File: src/rtl/sar_pkg.sv
package sar_pkg;
  typedef enum logic {
    ST_IDLE = 1'b0,
    ST_BUSY = 1'b1
  } sar_state_e;
endpackage

File: src/rtl/sar_seq.sv
// Sequencer: idle/busy state, one-hot pointer to the bit under test, done pulse.
module sar_seq
  import sar_pkg::*;
#(
  parameter int N = 4
) (
  input  logic         clk,
  input  logic         rst_n,
  input  logic         start,
  output logic         load,
  output logic         busy,
  output logic         fin,
  output logic [N-1:0] ptr,
  output logic         done
);
  localparam logic [N-1:0] TOP = {1'b1, {(N-1){1'b0}}};

  sar_state_e  state_q, state_d;
  logic [N-1:0] ptr_q, ptr_d;
  logic         done_q, done_d;

  assign busy = (state_q == ST_BUSY);
  assign load = (state_q == ST_IDLE) && start;
  assign fin  = busy && ptr_q[0];

  always_comb begin
    state_d = state_q;
    ptr_d   = ptr_q;
    done_d  = 1'b0;
    if (load) begin
      state_d = ST_BUSY;
      ptr_d   = TOP;
    end else if (busy) begin
      ptr_d = ptr_q >> 1;
      if (fin) begin
        state_d = ST_IDLE;
        done_d  = 1'b1;
      end
    end
  end

  always_ff @(posedge clk or negedge rst_n) begin
    if (!rst_n) begin
      state_q <= ST_IDLE;
      ptr_q   <= '0;
      done_q  <= 1'b0;
    end else begin
      state_q <= state_d;
      ptr_q   <= ptr_d;
      done_q  <= done_d;
    end
  end

  assign ptr  = ptr_q;
  assign done = done_q;

  // completion indication lasts one cycle
  a_r7_done_pulse: assert property (@(posedge clk) disable iff (!rst_n)
    done |=> !done);
  // pointer never holds more than one bit
  a_r5_ptr_onehot: assert property (@(posedge clk) disable iff (!rst_n)
    $onehot0(ptr_q));
  // deciding the LSB ends the conversion next edge
  a_r5_lsb_ends: assert property (@(posedge clk) disable iff (!rst_n)
    (busy && ptr_q[0]) |=> (done && state_q == ST_IDLE));
  // a start while busy does not reload the pointer
  a_r8_start_ignored: assert property (@(posedge clk) disable iff (!rst_n)
    (busy && !ptr_q[0] && start) |=> (ptr_q == ($past(ptr_q) >> 1)));
endmodule

File: src/rtl/sar_datapath.sv
// Trial and result registers.
module sar_datapath #(
  parameter int N = 4
) (
  input  logic         clk,
  input  logic         rst_n,
  input  logic         load,
  input  logic         busy,
  input  logic         fin,
  input  logic [N-1:0] ptr,
  input  logic         comp_in,
  output logic [N-1:0] trial,
  output logic [N-1:0] result
);
  localparam logic [N-1:0] TOP = {1'b1, {(N-1){1'b0}}};

  logic [N-1:0] trial_q, trial_d;
  logic [N-1:0] result_q;
  logic [N-1:0] settled;
  logic         trial_en, result_en;

  // Bit under test dropped when the comparator says "too large".
  assign settled   = comp_in ? (trial_q & ~ptr) : trial_q;
  assign trial_en  = load || busy;
  assign result_en = fin;

  always_comb begin
    trial_d = trial_q;
    if (load)      trial_d = TOP;
    else if (busy) trial_d = settled | (ptr >> 1);
  end

  always_ff @(posedge clk or negedge rst_n) begin
    if (!rst_n)        trial_q <= '0;
    else if (trial_en) trial_q <= trial_d;
  end

  always_ff @(posedge clk or negedge rst_n) begin
    if (!rst_n)         result_q <= '0;
    else if (result_en) result_q <= settled;
  end

  assign trial  = trial_q;
  assign result = result_q;

  // accepted start loads the top bit alone
  a_r2_load_top: assert property (@(posedge clk) disable iff (!rst_n)
    load |=> (trial == TOP));
  // comparator low keeps the bit under test
  a_r3_keep_bit: assert property (@(posedge clk) disable iff (!rst_n)
    (busy && !comp_in) |=> ((trial & $past(ptr)) == $past(ptr)));
  // comparator high clears the bit under test
  a_r4_clear_bit: assert property (@(posedge clk) disable iff (!rst_n)
    (busy && comp_in) |=> ((trial & $past(ptr)) == '0));
  // result only moves on the completion edge
  a_r8_result_hold: assert property (@(posedge clk) disable iff (!rst_n)
    !fin |=> $stable(result));
  // completed result matches the final trial code
  a_r7_result_match: assert property (@(posedge clk) disable iff (!rst_n)
    fin |=> (result == trial));
endmodule

File: src/rtl/sar_ctrl.sv
module sar_ctrl #(
  parameter int N = 4
) (
  input  logic         clk,
  input  logic         rst_n,
  input  logic         start,
  input  logic         comp_in,
  output logic [N-1:0] trial,
  output logic [N-1:0] result,
  output logic         done
);
  logic         load, busy, fin;
  logic [N-1:0] ptr;

  sar_seq #(.N(N)) u_seq (
    .clk   (clk),
    .rst_n (rst_n),
    .start (start),
    .load  (load),
    .busy  (busy),
    .fin   (fin),
    .ptr   (ptr),
    .done  (done)
  );

  sar_datapath #(.N(N)) u_dp (
    .clk     (clk),
    .rst_n   (rst_n),
    .load    (load),
    .busy    (busy),
    .fin     (fin),
    .ptr     (ptr),
    .comp_in (comp_in),
    .trial   (trial),
    .result  (result)
  );

  // idle outputs quiet while in reset
  a_r1_reset_quiet: assert property (@(posedge clk)
    !rst_n |-> (trial == '0 && result == '0 && !done));
endmodule

File: config.mk
export PLATFORM = sky130hd
export DESIGN_NAME = sar_ctrl
export DESIGN_NICKNAME = d
export VERILOG_FILES = /design/src/rtl/sar_pkg.sv /design/src/rtl/sar_seq.sv /design/src/rtl/sar_datapath.sv /design/src/rtl/sar_ctrl.sv
export SDC_FILE = /design/constraint.sdc
export NUM_CORES = 1
export LEC_CHECK = 0
export ABC_AREA = 1
export ABC_CLOCK_PERIOD_IN_PS = 2000
export CAP_MARGIN = 20
export CORE_AREA = 8 8 45 47
export CTS_CLUSTER_SIZE = 40
export DETAILED_ROUTE_END_ITERATION = 10
export DIE_AREA = 0 0 53 55
export DONT_BUFFER_PORTS = 1
export SLEW_MARGIN = 40
export SYNTH_ARGS = -nofsm -noshare
export SYNTH_HDL_FRONTEND = slang
export SYNTH_SLANG_ARGS = --single-unit
File: constraint.sdc
create_clock -name clk -period 2 [get_ports clk]
set_input_delay 0.3 -clock clk [delete_from_list [all_inputs] [get_ports clk]]
set_output_delay 0.3 -clock clk [all_outputs]
set_load 0.05 [all_outputs]
After elaboration in Yosys (flattened, before gate mapping)
Index checks and enable logic that the tools add are counted.
{ "op_classes": {"eq_ne": 0, "muxes": 11, "n_lt_le_gt_ge": 0, "reduce_logical": 5, "shifts": 0, "n_div": 0, "mul": 0, "bitwise_logic": 4, "n_addsub": 0} }
{ "op_table": {"columns": ["operator", "count"], "rows": [
  ["$mux W4", 5],
  ["$mux W1", 6],
  ["$and A4 B4 Y4", 1],
  ["$not A4 Y4", 1],
  ["$or A4 B3 Y4", 1],
  ["$logic_and A1 B1 Y1", 2],
  ["$reduce_and A2 Y1", 1],
  ["$reduce_bool A2 Y1", 1],
  ["$logic_or A1 B1 Y1", 1],
  ["$not A1 Y1", 1]
]} }
{ "word_totals": {"rom_bits": 0, "regBits": 14, "latchBits": 0, "n_memories": 0, "ram_bits": 0, "in_bits": 4} }

Longest topological paths before layout
{ "logic_depth": {"word_depth": 6, "depth_mapped": 5, "ltp_nobuf": 4} }

Modules after synthesis
Synthesis repeated with hierarchy kept, for this count alone.
{ "unflattened": {"cells_unflattened": 68, "area_unflattened_um2": 565.5} }
{ "by_module_without_submodules": {"columns": ["mod", "area_each_um2", "instances", "cells_each"], "rows": [
  ["sar_datapath", 347.8, 1, 45],
  ["sar_seq", 217.7, 1, 23]
]} }

Worst setup path after synthesis
Ideal clock, no wire load.
{ "synth_timing": {"path_kind": "reg2reg", "startpoint": "register u_dp.trial_q[3], in the netlist u_dp.trial[3]", "endpoint": "register u_dp.trial_q[3], in the netlist u_dp.trial[3]", "stages_incl_launch_ff": 3, "arrival_time_ps": 866, "setup_ps": 77, "setup_slack_ps": 1056, "period_less_slack_ps": 944, "required_ps": 1923, "cell_sequence": "dfrtp_1 nand2_1 a21oi_1"} }
{ "synth_via": {"elab_chain_len": 5} }
{ "synth_lines": {"columns": ["item", "line_no", "rtl"], "rows": [
  ["start: declaration", "sar_datapath.sv:17", "logic [N-1:0] trial_q, trial_d;"],
  ["start signal: assignment", "sar_datapath.sv:35", "else if (trial_en) trial_q <= trial_d;"],
  ["$and A4 B4 Y4", "sar_datapath.sv:23", "assign settled = comp_in ? (trial_q & ~ptr) : trial_q;"],
  ["$mux W4 (*)", "sar_datapath.sv:23", null],
  ["$or A4 B3 Y4 (*)", "sar_datapath.sv:30", "else if (busy) trial_d = settled | (ptr >> 1);"],
  ["$mux W4 (*)", "sar_datapath.sv:30", null],
  ["$mux W4 (*)", "sar_datapath.sv:29", "if (load) trial_d = TOP;"]
]} }
Mark *: on every way between the ends. The rest lies on a longest branch, timed or not. The select of a mux whose other input is x is not followed.
A chain may end at the register's enable or synchronous reset.

Worst setup path in the final report
{ "layout_timing": {"startpoint": "register u_dp.trial_q[2], in the netlist u_dp.trial[2]", "endpoint": "output port trial[2]"} }
{ "layout_rtl": {"columns": ["item", "line_no", "rtl"], "rows": [
  ["end: declaration", "sar_ctrl.sv:8", "output logic [N-1:0] trial,"]
]} }
No word-level cell between the ends.

==> impl_results.md <==
* Status: completed
* TNS Setup at 0 ps
* RSZ-0062 raised after global routing: no
* Post-route minimum period at 1290 ps
* Area of the mapped netlist at 568 sq um
* Synthesized flop and latch total at 14
* CTS Buf Count at 3
* Worst Path Class, Setup: flip-flop to output port
* Seq/Total Area, Yosys at 0.617
* Syn Nets at 61
* First-pass GRT wire length at 1830 um
* Root buffer cell: clkbuf_4
* WP data required at 1700 ps
* I/O Buffers at 0
* Worst-Margin Slew at 592 ps
* CTS clk-pin slew, worst paths at 80 ps
* Fin. max-slew vios at 0
* Layout cells sized above 1 at 0.164
* Leak at 0.000300 uW
* Max Fclk at 0.777 GHz
* Max clock buf depth at 2
* Syn Area/Cell at 9.97 sq um
* Routed WL at 1050 um
* TritonRoute pass-1 iters at 4
* Commonest non-fill, non-tap cell in the layout: nand2_1
* Total vias in the final route at 394
* Area grow syn2layout at 9.69%
* Power per Cell Area at 1920 mW/mm^2
* DRC violations left at 0
* Nets at 66
* Clock latency on the worst-skew pair at 280 ps
* Clk sink count at 14
* Arr. time, crit path at 990 ps
* Post-route antenna net violation count at 0
* Gr ovfl total at 0
* Relative slew margins at 0.604
* Count of final setup violators at 0
* IO Count at 13
* Worst VDD drop at 0.539 mV
* Die area at 0.00292 sq mm
* Gpl congestion at 0.693
* Yosys cell types at 11
* Skew final at 1.59 ps
* Max-cap violations at 0
* Largest net degree at the start of global routing at 15
* Warnings from Yosys at 0
* Largest area contributor in the netlist: dfrtp_1
* Area contributors post-synth: dfrtp_1 (62%), nand2_1 (16%), nand3_1 (5.3%)
* Die height at 55 um
* Initial antenna violation count at 0
* Min-delay worst type: primary input to flip-flop
* Most frequent cells in the layout: nand2_1 (24), dfrtp_1 (14), nand3_1 (6), nor2_1 (4)
* CP Launch Type: flip-flop
* Htree depth at 1
* Gr usage total at 0.0901
* Critical path peak fanout at 4
* CTS tree: done
* Final core utilization at 0.450
* Placeable Area at 0.00138 sq mm
* Fin. Hold Viols at 0
* # rows at 14
* Starting density of the core at 0.410
* Fin crit share at 0.643
* Filler cells at 131
* Dpl hpwl at 815 um
* Per-cell routed wire length at 13.7 um
* Vias in the first global route at 409
* Iter 0 DRT Violations at 11
* Top-area cell type share of the netlist area at 0.617
* Setup ws final at 714 ps
* CP Capture Type: output port
* Place WS at 967 ps
* Post-synthesis cell count at 57
* Vias per cell at 5.12
* Antenna cells at 0
* Die X at 53 um
-- flip-flops by register name (all words and copies together) (netlist names) --
register and cells:
u_seq.ptr 4, u_seq.busy 1, u_dp.trial 4, u_seq.done 1, u_dp.result 4
-- what timing repair did --
item / in CTS / in global routing
hold endpoints to repair: 14 / 0
gates resized for setup: 0 / 0
buffers inserted: 0 / 0
hold buffers: 1 / 0
-- cell families after synthesis --
| family | after synthesis | synth area share |
|---|---|---|
| compound gates | 2 | 0.0176 |
| simple gates | 39 | 0.330 |
| buf+inv | 2 | 0.0352 |
| flops | 14 | 0.617 |
-- path summary, 6_finish.rpt --
path	start	endpoint	slack [ps]	cells after the start
max	u_dp.trial[2]	trial[2]	710	0
min	start	u_seq.ptr[3]	170	2
max reg2reg	u_seq.busy	u_dp.result[2]	950	4
min reg2reg	u_seq.ptr[2]	u_seq.ptr[2]	510	2
max in group asynchronous	rst_n	u_dp.result[3]	1160	1
min in group asynchronous	rst_n	u_dp.trial[0]	450	1
-- cells in the mapped netlist --
cell type,number
nor2_4,1
nand3_1,6
buf_6,1
inv_6,1
a21oi_1,1
nand3_2,3
dfrtp_1,14
nor2_1,4
nand2_1,24
o21ai_1,1
nand2_4,1
-- through the flow --
step | area, sq um | total power, uW | instances | hold slack (ps)
2_1_floorplan | 568 | 958 | 57 | 4.41
3_5_place_dp | 577 | 1000 | 72 | 4.88
4_1_cts | 623 | 1210 | 77 | 180
3_3_place_gp | 577 | 999 | 72 | 4.88
5_1_grt | 623 | 1270 | 77 | 170
6_report | 623 | 1200 | 77 | 169
-- final cells by class --
class | instances | area (sq um) | area share
flip-flops and latches | 14 | 350 | 0.562
clock buffers | 4 | 36.3 | 0.0582
multi-input cells | 41 | 198 | 0.317
well taps | 16 | 20.0 | 0.0321
repair buffers | 1 | 10.0 | 0.0161
inverters | 1 | 8.76 | 0.0141
-- layer usage --
layer | GRT usage | vias to the layer above | part of all wire
li1 | - | 189 | -
met1 | 0.0893 | 191 | 0.39
met2 | 0.131 | 10 | 0.50
met3 | 0.0401 | 4 | 0.077
met4 | 0.103 | 0 | 0.038
met5 | 0 | - | 0
-- power breakdown --
group	leakage, uW	switching [uW]	internal [uW]
registers	0.000180	414	388
logic	0.0000989	110	80.4
clock network	0.0000210	94.0	111
total	0.000300	618	579
(Power assumes the default switching activity.)
